$ cat config.mk
export PLATFORM = sky130hd
export DESIGN_NAME = wdog_timer
export DESIGN_NICKNAME = d
export VERILOG_FILES = /design/src/rtl/wdog_pkg.sv /design/src/rtl/wdog_sync.sv /design/src/rtl/wdog_prescaler.sv /design/src/rtl/wdog_counter.sv /design/src/rtl/wdog_rstgen.sv /design/src/rtl/wdog_timer.sv
export SDC_FILE = /design/constraint.sdc
export NUM_CORES = 1
export LEC_CHECK = 0
export ABC_AREA = 1
export BUFFER_PORTS_ARGS = -buffer_cell sky130_fd_sc_hd__buf_4
export CAP_MARGIN = 20
export CORE_MARGIN = 2
export CORE_UTILIZATION = 63
export CTS_CLUSTER_SIZE = 30
export DETAILED_ROUTE_END_ITERATION = 10
export PLACE_DENSITY = 0.84
export SKIP_LAST_GASP = 1
export SLEW_MARGIN = 20
export SYNTH_ARGS = -nofsm -noshare
export SYNTH_HDL_FRONTEND = slang
export SYNTH_SLANG_ARGS = --single-unit
$ cat constraint.sdc
create_clock -name clk -period 2.8 [get_ports clk]
set_input_delay 0.28 -clock clk [delete_from_list [all_inputs] [get_ports clk]]
set_output_delay 0.28 -clock clk [all_outputs]
set_load 0.02 [all_outputs]
$ cat src/rtl/wdog_pkg.sv
package wdog_pkg;
  localparam int unsigned REG_W    = 8;
  localparam int unsigned EN_BIT   = 7;
  localparam int unsigned CLR_BIT  = 6;
  localparam int unsigned FLAG_BIT = 5;
endpackage

$ cat src/rtl/wdog_sync.sv
module wdog_sync #(
  parameter int unsigned STAGES = 2
) (
  input  logic clk,
  input  logic rst_n,
  input  logic async_in,
  output logic rise_pulse
);
  logic [STAGES:0] sh_q;
  logic [STAGES:0] sh_d;

  always_comb begin
    sh_d = {sh_q[STAGES-1:0], async_in};
  end

  always_ff @(posedge clk or negedge rst_n) begin
    if (!rst_n) sh_q <= '0;
    else        sh_q <= sh_d;
  end

  assign rise_pulse = sh_q[STAGES-1] & ~sh_q[STAGES];
endmodule

$ cat src/rtl/wdog_prescaler.sv
module wdog_prescaler #(
  parameter int unsigned PSEL_W = 3
) (
  input  logic                        clk,
  input  logic                        rst_n,
  input  logic                        run,
  input  logic                        restart,
  input  logic                        tick,
  input  logic [PSEL_W-1:0]           psel_load,
  output logic                        wrap,
  output logic [(1 << PSEL_W)-1:0]    pre_q
);
  localparam int unsigned DIV_W = 1 << PSEL_W;
  localparam logic [PSEL_W-1:0] TOP_SEL = PSEL_W'(DIV_W - 1);

  logic [DIV_W-1:0]  pre_d;
  logic [PSEL_W-1:0] act_q, act_d;
  logic [DIV_W-1:0]  limit;
  logic              at_lim;

  assign limit  = {DIV_W{1'b1}} >> (TOP_SEL - act_q);
  assign at_lim = (pre_q == limit);
  assign wrap   = run & ~restart & tick & at_lim;

  always_comb begin
    pre_d = pre_q;
    act_d = act_q;
    if (!run || restart) begin
      pre_d = '0;
      act_d = psel_load;
    end else if (tick) begin
      if (at_lim) begin
        pre_d = '0;
        act_d = psel_load;
      end else begin
        pre_d = pre_q + 1'b1;
      end
    end
  end

  always_ff @(posedge clk or negedge rst_n) begin
    if (!rst_n) begin
      pre_q <= '0;
      act_q <= '0;
    end else begin
      pre_q <= pre_d;
      act_q <= act_d;
    end
  end
endmodule

$ cat src/rtl/wdog_counter.sv
module wdog_counter #(
  parameter int unsigned CNT_W = 16
) (
  input  logic             clk,
  input  logic             rst_n,
  input  logic             run,
  input  logic             restart,
  input  logic             step,
  output logic             ovf,
  output logic [CNT_W-1:0] cnt_q
);
  logic [CNT_W-1:0] cnt_d;

  assign ovf = run & ~restart & step & (&cnt_q);

  always_comb begin
    cnt_d = cnt_q;
    if (!run || restart) cnt_d = '0;
    else if (step)       cnt_d = cnt_q + 1'b1;
  end

  always_ff @(posedge clk or negedge rst_n) begin
    if (!rst_n) cnt_q <= '0;
    else        cnt_q <= cnt_d;
  end
endmodule

$ cat src/rtl/wdog_rstgen.sv
module wdog_rstgen #(
  parameter int unsigned RST_PULSE = 16
) (
  input  logic clk,
  input  logic rst_n,
  input  logic fire,
  output logic req
);
  localparam int unsigned PW = $clog2(RST_PULSE + 1);

  logic [PW-1:0] left_q, left_d;

  always_comb begin
    left_d = left_q;
    if (fire)              left_d = PW'(RST_PULSE);
    else if (left_q != '0) left_d = left_q - 1'b1;
  end

  always_ff @(posedge clk or negedge rst_n) begin
    if (!rst_n) left_q <= '0;
    else        left_q <= left_d;
  end

  assign req = (left_q != '0);
endmodule

$ cat src/rtl/wdog_timer.sv
module wdog_timer
  import wdog_pkg::*;
#(
  parameter int unsigned CNT_W       = 16,
  parameter int unsigned PSEL_W      = 3,
  parameter int unsigned RST_PULSE   = 16,
  parameter int unsigned SYNC_STAGES = 2
) (
  input  logic             clk,
  input  logic             rst_n,
  input  logic             osc_tick,
  input  logic             reg_we,
  input  logic [REG_W-1:0] reg_wdata,
  output logic [REG_W-1:0] reg_rdata,
  output logic             wdt_rst_req
);
  localparam int unsigned DIV_W = 1 << PSEL_W;

  logic              en_q, en_d;
  logic              flag_q, flag_d;
  logic              clr_q, clr_d;
  logic [PSEL_W-1:0] psel_q, psel_d;
  logic              run;
  logic              tick_pulse;
  logic              pre_wrap;
  logic              cnt_ovf;
  logic [DIV_W-1:0]  pre_q;
  logic [CNT_W-1:0]  cnt_q;

  assign run = en_q & ~wdt_rst_req;

  always_comb begin
    en_d   = en_q;
    flag_d = flag_q | wdt_rst_req;
    psel_d = psel_q;
    clr_d  = 1'b0;
    if (wdt_rst_req) begin
      en_d = 1'b0;
    end else if (reg_we) begin
      if (reg_wdata[EN_BIT]) en_d = 1'b1;
      clr_d  = reg_wdata[CLR_BIT];
      psel_d = reg_wdata[PSEL_W-1:0];
    end
  end

  always_ff @(posedge clk or negedge rst_n) begin
    if (!rst_n) begin
      en_q   <= 1'b0;
      flag_q <= 1'b0;
      clr_q  <= 1'b0;
      psel_q <= '0;
    end else begin
      en_q   <= en_d;
      flag_q <= flag_d;
      clr_q  <= clr_d;
      psel_q <= psel_d;
    end
  end

  always_comb begin
    reg_rdata               = '0;
    reg_rdata[EN_BIT]       = en_q;
    reg_rdata[FLAG_BIT]     = flag_q;
    reg_rdata[PSEL_W-1:0]   = psel_q;
  end

  wdog_sync #(.STAGES(SYNC_STAGES)) u_sync (
    .clk        (clk),
    .rst_n      (rst_n),
    .async_in   (osc_tick),
    .rise_pulse (tick_pulse)
  );

  wdog_prescaler #(.PSEL_W(PSEL_W)) u_pre (
    .clk       (clk),
    .rst_n     (rst_n),
    .run       (run),
    .restart   (clr_q),
    .tick      (tick_pulse),
    .psel_load (psel_d),
    .wrap      (pre_wrap),
    .pre_q     (pre_q)
  );

  wdog_counter #(.CNT_W(CNT_W)) u_cnt (
    .clk     (clk),
    .rst_n   (rst_n),
    .run     (run),
    .restart (clr_q),
    .step    (pre_wrap),
    .ovf     (cnt_ovf),
    .cnt_q   (cnt_q)
  );

  wdog_rstgen #(.RST_PULSE(RST_PULSE)) u_rst (
    .clk   (clk),
    .rst_n (rst_n),
    .fire  (cnt_ovf),
    .req   (wdt_rst_req)
  );
endmodule

Yosys cells after proc, flatten, opt, wreduce, memory -nomap -nowiden
Cells that the tools add are included.
{ "classes": {"add_sub_neg": 4, "n_mux": 17, "n_eq_ne": 1, "n_bitwise": 11, "shifts": 1, "n_reduce_logical": 12} }
{ "ops": {"columns": ["cell", "n"], "rows": [
  ["$mux W16", 2],
  ["$mux W8", 3],
  ["$add A16 B1 Y16 const B", 1],
  ["$reduce_and A16 Y1", 1],
  ["$mux W3", 5],
  ["$reduce_bool A2 Y1", 6],
  ["$mux W5", 2],
  ["$add A8 B1 Y8 const B", 1],
  ["$eq A8 B8 Y1", 1],
  ["$shr A8 B3 Y8 const A", 1],
  ["$and A1 B1 Y1", 7],
  ["$mux W1", 5],
  ["$reduce_bool A5 Y1", 1],
  ["$sub A5 B1 Y5 const B", 1],
  ["$reduce_and A2 Y1", 2],
  ["$not A1 Y1", 3],
  ["$sub A3 B3 Y3 const A", 1],
  ["$logic_not A1 Y1", 1],
  ["$logic_or A1 B1 Y1", 1],
  ["$or A1 B1 Y1", 1]
]} }
{ "word_totals": {"output_inout_bits": 9, "wordCells": 55, "register_bits": 41} }

Logic depth before layout (Yosys ltp)
Gate-level depths: netlist of run 1.
{ "depth": {"word_depth": 9, "mapped_depth": 12} }

Cells and area by module
A second synthesis of run 1 with hierarchy kept.
{ "hier_totals": {"cells_unflattened": 318, "hier_area_um2": 2362.3} }
{ "by_module_without_submodules": {"columns": ["mod", "seq_area_each_um2", "area_each_um2", "instances", "cells_per_inst"], "rows": [
  ["wdog_counter", 400.4, 929.6, 1, 128],
  ["wdog_prescaler", 275.3, 818.3, 1, 122],
  ["wdog_timer", 150.1, 269.0, 1, 30],
  ["wdog_rstgen", 125.1, 260.2, 1, 33],
  ["wdog_sync", 75.1, 85.1, 1, 5]
]} }

Worst setup path before layout of run 1
No wires, ideal clock.
{ "synth_timing": {"path_type": "register -> register", "from": "register u_cnt.cnt_q[0]", "to": "register u_rst.left_q[1]", "synth_period_minus_slack_ps": 1610, "stages_incl_launch_ff": 11, "required_ps": 2678, "setup_ps": 122, "n_path_buf": 0, "path_slack_ps": 1190, "t_arrival_ps": 1488, "cell_sequence": "dfrtp_1 > ha_1 > nand3_1 > nor3_1 > nand2_1 > nor2_1 > inv_1 > nor3_1 > nand2_1 > inv_1 > nor2_1"} }
{ "synth_between": {"elab_chain_len": 3} }
{ "synth_rtl": {"columns": ["item", "line", "text"], "rows": [
  ["start, declared", "wdog_counter.sv:10", "output logic [CNT_W-1:0] cnt_q"],
  ["start signal, assigned", "wdog_counter.sv:24", "else cnt_q <= cnt_d;"],
  ["$reduce_and A16 Y1 *", "wdog_counter.sv:14", "assign ovf = run & ~restart & step & (&cnt_q);"],
  ["$and A1 B1 Y1 *", "wdog_counter.sv:14", null],
  ["$mux W5 / $reduce_bool A2 Y1 (equally long branches)", null, null],
  ["end signal, assigned", "wdog_rstgen.sv:21", "else left_q <= left_d;"],
  ["end, declared", "wdog_rstgen.sv:11", "logic [PW-1:0] left_q, left_d;"]
]} }
Mark *: on every way between the ends. The rest lies on a longest branch, timed or not.
A chain may end at the register's enable or synchronous reset.

Worst setup path in the final report of run 1
{ "layout_timing": {"from": "register u_rst.left_q[0]", "to": "register u_pre.pre_q[4]"} }
{ "layout_between": {"elab_chain_len": 6} }
{ "layout_rtl": {"columns": ["item", "line", "text"], "rows": [
  ["$reduce_bool A5 Y1 *", "wdog_rstgen.sv:24", "assign req = (left_q != '0);"],
  ["$not A1 Y1 *", "wdog_timer.sv:30", "assign run = en_q & ~wdt_rst_req;"],
  ["$and A1 B1 Y1 *", "wdog_timer.sv:30", null],
  ["$logic_not A1 Y1 *", "wdog_prescaler.sv:28", "if (!run || restart) begin"],
  ["$logic_or A1 B1 Y1 *", "wdog_prescaler.sv:28", null],
  ["$mux W8 / $reduce_bool A2 Y1 (equally long branches)", null, null],
  ["end signal, assigned", "wdog_prescaler.sv:46", "pre_q <= pre_d;"],
  ["end, declared", "wdog_prescaler.sv:11", "output logic [(1 << PSEL_W)-1:0] pre_q"]
]} }
Marked as above.

==> impl_metrics.json, run 1 <==
{
  "synth.distinct_cells": 28,
  "row_count": 21,
  "core_um2": 3363,
  "syn_to_final_growth_pct": 8.043,
  "p_int_uw": 785.8,
  "final_area_um2": 2404,
  "worst_path_largest_cell_delay_ns": 0.40,
  "synth_edf_count": 0,
  "fin_nets": 330,
  "globalRoute.busiestLayer": "met2",
  "crit_required_ns": 3.09,
  "vias": 1846,
  "worstHoldEndpoint": "u_sync.sh_q[0]",
  "placedInstanceArea_um2": 2342,
  "yosys.area.top_type": "dfrtp_1",
  "finalSetupTns_ns": 0,
  "rrSetupSlack_ns": 0.73,
  "die_h_um": 63.43,
  "setup.worst_path.start_class": "register",
  "p_switching_uw": 351.8,
  "die_area_um2": 4023,
  "grt_pass1_wl_um": 7245,
  "slew_headroom_pct": 66.56,
  "worstMarginPinSlew_ns": 0.4989,
  "use_met1_pct": 28.81,
  "crit_arrival_ns": 2.36,
  "timing.rr.start": "u_rst.left_q[0]",
  "crit_type": "register to register",
  "finalNonFillerCells": 361,
  "cts_tree": "yes",
  "switching_share_pct": 30.93,
  "avgSynthCellArea_um2": 7.490,
  "seqPwrFrac_pct": 57.5,
  "met2_usage_pct": 38.82,
  "clock_skew_ns": 0.01514,
  "cts.path.max_buffers": 2,
  "synthTopCellsByCount": "nand2_1, dfrtp_1, nor2_1, inv_1, nand3_1",
  "via_per_inst": 5.114,
  "path_max_fanout": 15,
  "cts.sink_count": 41,
  "track_usage_pct": 23.23,
  "p_clk_share_pct": 24.9,
  "drt_iter0_drc": 105,
  "cts_root_buf": "clkbuf_4",
  "wirelength_um": 4036,
  "grt_setup_unrepaired": "false",
  "finalSetupViolCount": 0,
  "syn_inst": 297,
  "start_util_pct": 66.15,
  "drive_above_1_share_pct": 11.43,
  "htreeDepth": 2,
  "outcome": "completed",
  "worst_skew_pair.late_latency_ns": 0.36,
  "yosysMostFrequentCell": "nand2_1",
  "pin_count": 21,
  "period_share_pct": 73.88,
  "place_inst": 352,
  "cts_resized": 0,
  "syn_area_um2": 2225,
  "grt_pass1_vias": 1756,
  "combPwrFrac_pct": 17.6,
  "p_per_area_nw_per_um2": 473.3,
  "min_from": "osc_tick",
  "cp_slowest_cell": "dfrtp_1",
  "grt_max_degree": 42,
  "die_x_um": 63.43,
  "synthTopCellsByArea": "dfrtp_1, nand2_1, nor2_1, inv_1, nand3_1",
  "dp_hpwl_um": 2980,
  "ys_seq_area_share_pct": 46.12,
  "yosys_most_used_dff": "dfrtp_1",
  "p_leak_nw": 1.272,
  "antenna_found_initial": 0,
  "path_clk_slew_ns": 0.12,
  "vdd_drop_max_uv": 359.0,
  "gr-total-overflow": 0,
  "portBuffers": 14,
  "routedWlPerCell_um": 11.18,
  "cts_buffers": 5,
  "rr_worst_depth": 9,
  "drc": 0,
  "crit_chain": "inv_1 -> ha_1 -> nand3_1 -> nor3_2 -> buf_4 -> nand2_2 -> inv_2 -> nand2_1 -> a21oi_1",
  "fmax_ghz": 0.4834,
  "holdPathStages": 1,
  "fin_crit_ns": 2.069,
  "drt_first_pass_iters": 4,
  "r2r-end": "u_pre.pre_q[4]",
  "drtAntennaViolNets": 0,
  "use_met3_pct": 4.464,
  "min_path_type": "primary input to register",
  "ys_warn_count": 0,
  "finalMaxSlewViolations": 0,
  "yosysTopAreaCellShare_pct": 46.12,
  "finalHoldViolCount": 0,
  "num_antenna_cells": 0,
  "synth-seq-cells": 41,
  "synth-async-reset-ratio_pct": 100.0,
  "cap_violations": 0,
  "end_kind": "register",
  "gp_congestion": 0.9215
}
==> final cells by class <==
type	count	area, µm²
Fill cell	291	959.7
Inverter	39	146.4
Tap cell	46	57.56
Clock buffer	6	41.29
Clock inverter	2	10.01
Timing Repair Buffer	17	130.1
Sequential cell	41	1026
Multi-Input combinational cell	210	992.2
==> power by group through the flow <==
stage	logic, mW	registers, mW	clock network (mW)
final	0.200	0.654	0.283
after global routing	0.232	0.659	0.310
after CTS	0.202	0.654	0.295
after detailed placement	0.200	0.666	0
after global placement	0.195	0.664	0
after floorplan	0.147	0.662	0
==> placed cells by master (no fill, tap or decap), types with 3 or more instances in the layout <==
master / instances
nand2_1: 86
dfrtp_1: 41
nor2_1: 38
inv_1: 37
nand3_1: 19
buf_4: 16
a21oi_1: 15
o21ai_0: 8
nor3_1: 6
nand4_1: 5
o21ai_1: 5
xor2_1: 5
clkbuf_4: 5
ha_1: 4
conb_1: 3
==> kinds of logic after synthesis <==
group	synth area share, %
other	0.1686
flip-flops	46.12
XOR/XNOR	2.362
AO/OA/AOI/OAI	7.199
AND/OR/NAND/NOR	32.28
adder cells (fa/ha/maj)	2.250
buffers and inverters	9.617
==> repair_timing <==
item	in CTS	in global routing
hold buffers	1	0
setup buffers	0	0
hold endpoints to repair	41	0
==> worst max path at each step <==
stage	start	to	depth (start not counted)
6_report	u_rst.left_q[0]	u_pre.pre_q[4]	9
5_1_grt	u_rst.left_q[0]	u_rst.left_q[0]	11
4_1_cts	u_rst.left_q[0]	u_pre.pre_q[4]	9
3_5_place_dp	u_rst.left_q[0]	u_pre.pre_q[4]	9
3_3_place_gp	u_rst.left_q[0]	u_rst.left_q[1]	11
2_1_floorplan	u_cnt.cnt_q[0]	u_rst.left_q[1]	10
==> registers in the layout (all words and copies together), names as in the netlist <==
register / cells
u_cnt.cnt_q: 16
u_pre.pre_q: 8
clr_q: 1
en_q: 1
psel_q: 3
u_rst.left_q: 5
u_pre.act_q: 3
flag_q: 1
u_sync.sh_q: 3
==> metal layers <==
| layer | vias to the layer above | wire [µm] |
|---|---|---|
| met5 | - | 0 |
| met1 | 850 | 1844 |
| met3 | 7 | 177 |
| met2 | 35 | 1939 |
| li1 | 954 | - |
| met4 | 0 | 75 |
==> worst max-delay path: cells and delay by family (launching register included) <==
kind	cells	cell delay [ns]
buffers and inverters	3	0.51
flip-flops	1	0.40
adder cells (fa/ha/maj)	1	0.16
AND/OR/NAND/NOR	4	0.79
AO/OA/AOI/OAI	1	0.14
==> per-stage QoR <==
stage	hold WS [ns]	util (%)	total power [mW]	setup WS (ns)
after floorplan	-0.01559	-	0.8089	1.190
after global placement	0.2873	69.64	0.8586	0.7567
after detailed placement	0.2915	69.64	0.8659	0.7132
after CTS	0.02682	71.47	1.151	0.6935
after global routing	0.02620	71.47	1.201	0.4549
final	0.03934	71.47	1.138	0.7313
Power figures use the tool's default switching activity.
==> run 2: changes to the inputs <==
--- a/config.mk
+++ b/config.mk
@@ -9,10 +9,10 @@
 export BUFFER_PORTS_ARGS = -buffer_cell sky130_fd_sc_hd__buf_4
 export CAP_MARGIN = 20
 export CORE_MARGIN = 2
-export CORE_UTILIZATION = 63
+export CORE_UTILIZATION = 53
 export CTS_CLUSTER_SIZE = 30
 export DETAILED_ROUTE_END_ITERATION = 10
-export PLACE_DENSITY = 0.84
+export PLACE_DENSITY = 0.75
 export SKIP_LAST_GASP = 1
 export SLEW_MARGIN = 20
 export SYNTH_ARGS = -nofsm -noshare
==> constraint.sdc (replaced) <==
create_clock -name clk -period 1.9 [get_ports clk]
set_input_delay 0.19 -clock clk [delete_from_list [all_inputs] [get_ports clk]]
set_output_delay 0.19 -clock clk [all_outputs]
set_load 0.02 [all_outputs]
==> impl_metrics.json, run 2 (synthesized netlist as in run 1, its figures left out) <==
{
  "power_mw": 1.864,
  "cts_tree": "yes",
  "die_h_um": 68.79,
  "worstMarginPinSlew_ns": 0.5213,
  "drive_above_1_share_pct": 17.38,
  "largest_reg_flops": 16,
  "met2_usage_pct": 35.82,
  "fmax_ghz": 0.5457,
  "setup.worst_path.start_class": "register",
  "use_met1_pct": 26.81,
  "path_depth": 10,
  "worstHoldEndpoint": "en_q",
  "num_antenna_cells": 0,
  "crit_type": "register to register",
  "rrSetupSlack_ns": 0.07,
  "cap_violations": 0,
  "core_um2": 4029,
  "crit_arrival_ns": 2.04,
  "finalSetupViolCount": 0,
  "path_max_fanout": 3,
  "min_from": "reg_wdata[7]",
  "p_per_area_nw_per_um2": 710.4,
  "use_met3_pct": 5.682,
  "final_area_um2": 2624,
  "fin_crit_ns": 1.832,
  "grt_max_degree": 42,
  "worst_skew_pair.late_latency_ns": 0.29,
  "place_inst": 362,
  "fill_cells": 354,
  "drt_first_pass_iters": 4,
  "top_regs": "u_cnt.cnt_q (16), u_pre.pre_q (8), u_rst.left_q (5)",
  "cts.path.max_buffers": 2,
  "crit_required_ns": 2.11,
  "routedWlPerCell_um": 11.89,
  "worst_path_largest_cell_delay_ns": 0.38,
  "portBuffers": 14,
  "via_per_inst": 4.963,
  "dp_hpwl_um": 3132,
  "cts.sink_count": 41,
  "rr_worst_depth": 10,
  "vias": 1876,
  "vdd_drop_max_uv": 572.7,
  "slew_headroom_pct": 65.24,
  "clock_skew_ns": 0.007797,
  "drtAntennaViolNets": 0,
  "die_x_um": 68.79,
  "wirelength_um": 4493,
  "pin_count": 21,
  "antenna_found_initial": 0,
  "finalMaxSlewViolations": 0,
  "syn_to_final_growth_pct": 17.94,
  "drc": 0,
  "cp_top_family": "simple AND/OR/NAND/NOR gates",
  "globalRoute.busiestLayer": "met2",
  "cts_buffers": 5,
  "layout_common_cells": "nand2_1, dfrtp_1, inv_1, nor2_1, buf_4",
  "end_kind": "register",
  "cts_root_buf": "clkbuf_8",
  "r2r-end": "u_cnt.cnt_q[14]",
  "finalHoldViolCount": 0,
  "timing.rr.start": "u_cnt.cnt_q[0]",
  "placedInstanceArea_um2": 2405,
  "gr-total-overflow": 0,
  "finalSetupTns_ns": 0,
  "gp_congestion": 0.9328,
  "finalNonFillerCells": 378,
  "start_util_pct": 55.22,
  "grt_pass1_wl_um": 7472,
  "crit_top_cell": "nor2_1",
  "outcome": "completed",
  "path_clk_slew_ns": 0.07,
  "htreeDepth": 2,
  "p_leak_nw": 1.367,
  "crit_chain": "ha_2 -> nand3_1 -> nor3_2 -> nand2_1 -> nor2_2 -> buf_4 -> nand4_1 -> nor2_1 -> nor2_1 -> a21oi_1",
  "track_usage_pct": 21.37,
  "holdWs_ns": 0.1094,
  "layout_commonest_cell": "nand2_1",
  "largest-register": "u_cnt.cnt_q",
  "cp_num_buf_inv": 1,
  "drt_iter0_drc": 66,
  "holdPathStages": 3,
  "cp_slowest_cell": "dfrtp_1",
  "fin_nets": 344,
  "period_share_pct": 96.44,
  "min_path_type": "primary input to register",
  "row_count": 23,
  "die_area_um2": 4731,
  "grt_pass1_vias": 1757
}
## run 2: layout make-up
class                   count  area, µm²  area share (%)
clock buffers               7      86.33           3.290
inverters                  39      146.4           5.579
multi-input cells         210       1039           39.58
flip-flops and latches     41       1027           39.15
well taps                  50      62.56           2.384
repair buffers             31      262.8           10.01
## run 2: worst max path at each step
stage                   start         endpoint
2_1_floorplan  u_cnt.cnt_q[0]  u_rst.left_q[1]
3_3_place_gp   u_cnt.cnt_q[0]  u_rst.left_q[0]
3_5_place_dp   u_pre.act_q[2]   u_pre.pre_q[7]
4_1_cts        u_cnt.cnt_q[0]  u_rst.left_q[0]
5_1_grt        u_cnt.cnt_q[0]  u_rst.left_q[0]
6_report       u_cnt.cnt_q[0]  u_cnt.cnt_q[14]
## run 2: timing repair
| action | 4_1_cts | 5_1_grt |
|---|---|---|
| endpoints found under the hold margin | 42 | 0 |
| gates resized for setup | 0 | 13 |
| endpoints found under the setup margin | 0 | 22 |
| setup buffers | 0 | 7 |
| hold buffers | 2 | 0 |
## run 2: per-layer routing
metal | vias up | wire length, µm
li1 | 982 | -
met1 | 867 | 2132
met2 | 21 | 2167
met3 | 6 | 132
met4 | 0 | 61
met5 | - | 0
## run 2: through the flow
stage          utilization [%]  setup WS (ns)
2_1_floorplan                -         0.2903
3_3_place_gp             59.69         0.1067
3_5_place_dp             59.69        0.05888
4_1_cts                  62.33        0.03763
5_1_grt                  65.12       -0.04545
6_report                 65.12        0.06762
## run 2: worst reg2reg max path: stages, from the launching register on
cell	delay, ns
dfrtp_1	0.38
ha_2	0.20
nand3_1	0.11
nor3_2	0.24
nand2_1	0.12
nor2_2	0.17
buf_4	0.14
nand4_1	0.10
nor2_1	0.11
nor2_1	0.05
a21oi_1	0.13
## run 2: power breakdown
group | total [mW] | internal [mW] | switching, mW
registers | 0.965 | 0.916 | 0.0492
logic | 0.335 | 0.123 | 0.212
clock network | 0.564 | 0.288 | 0.276
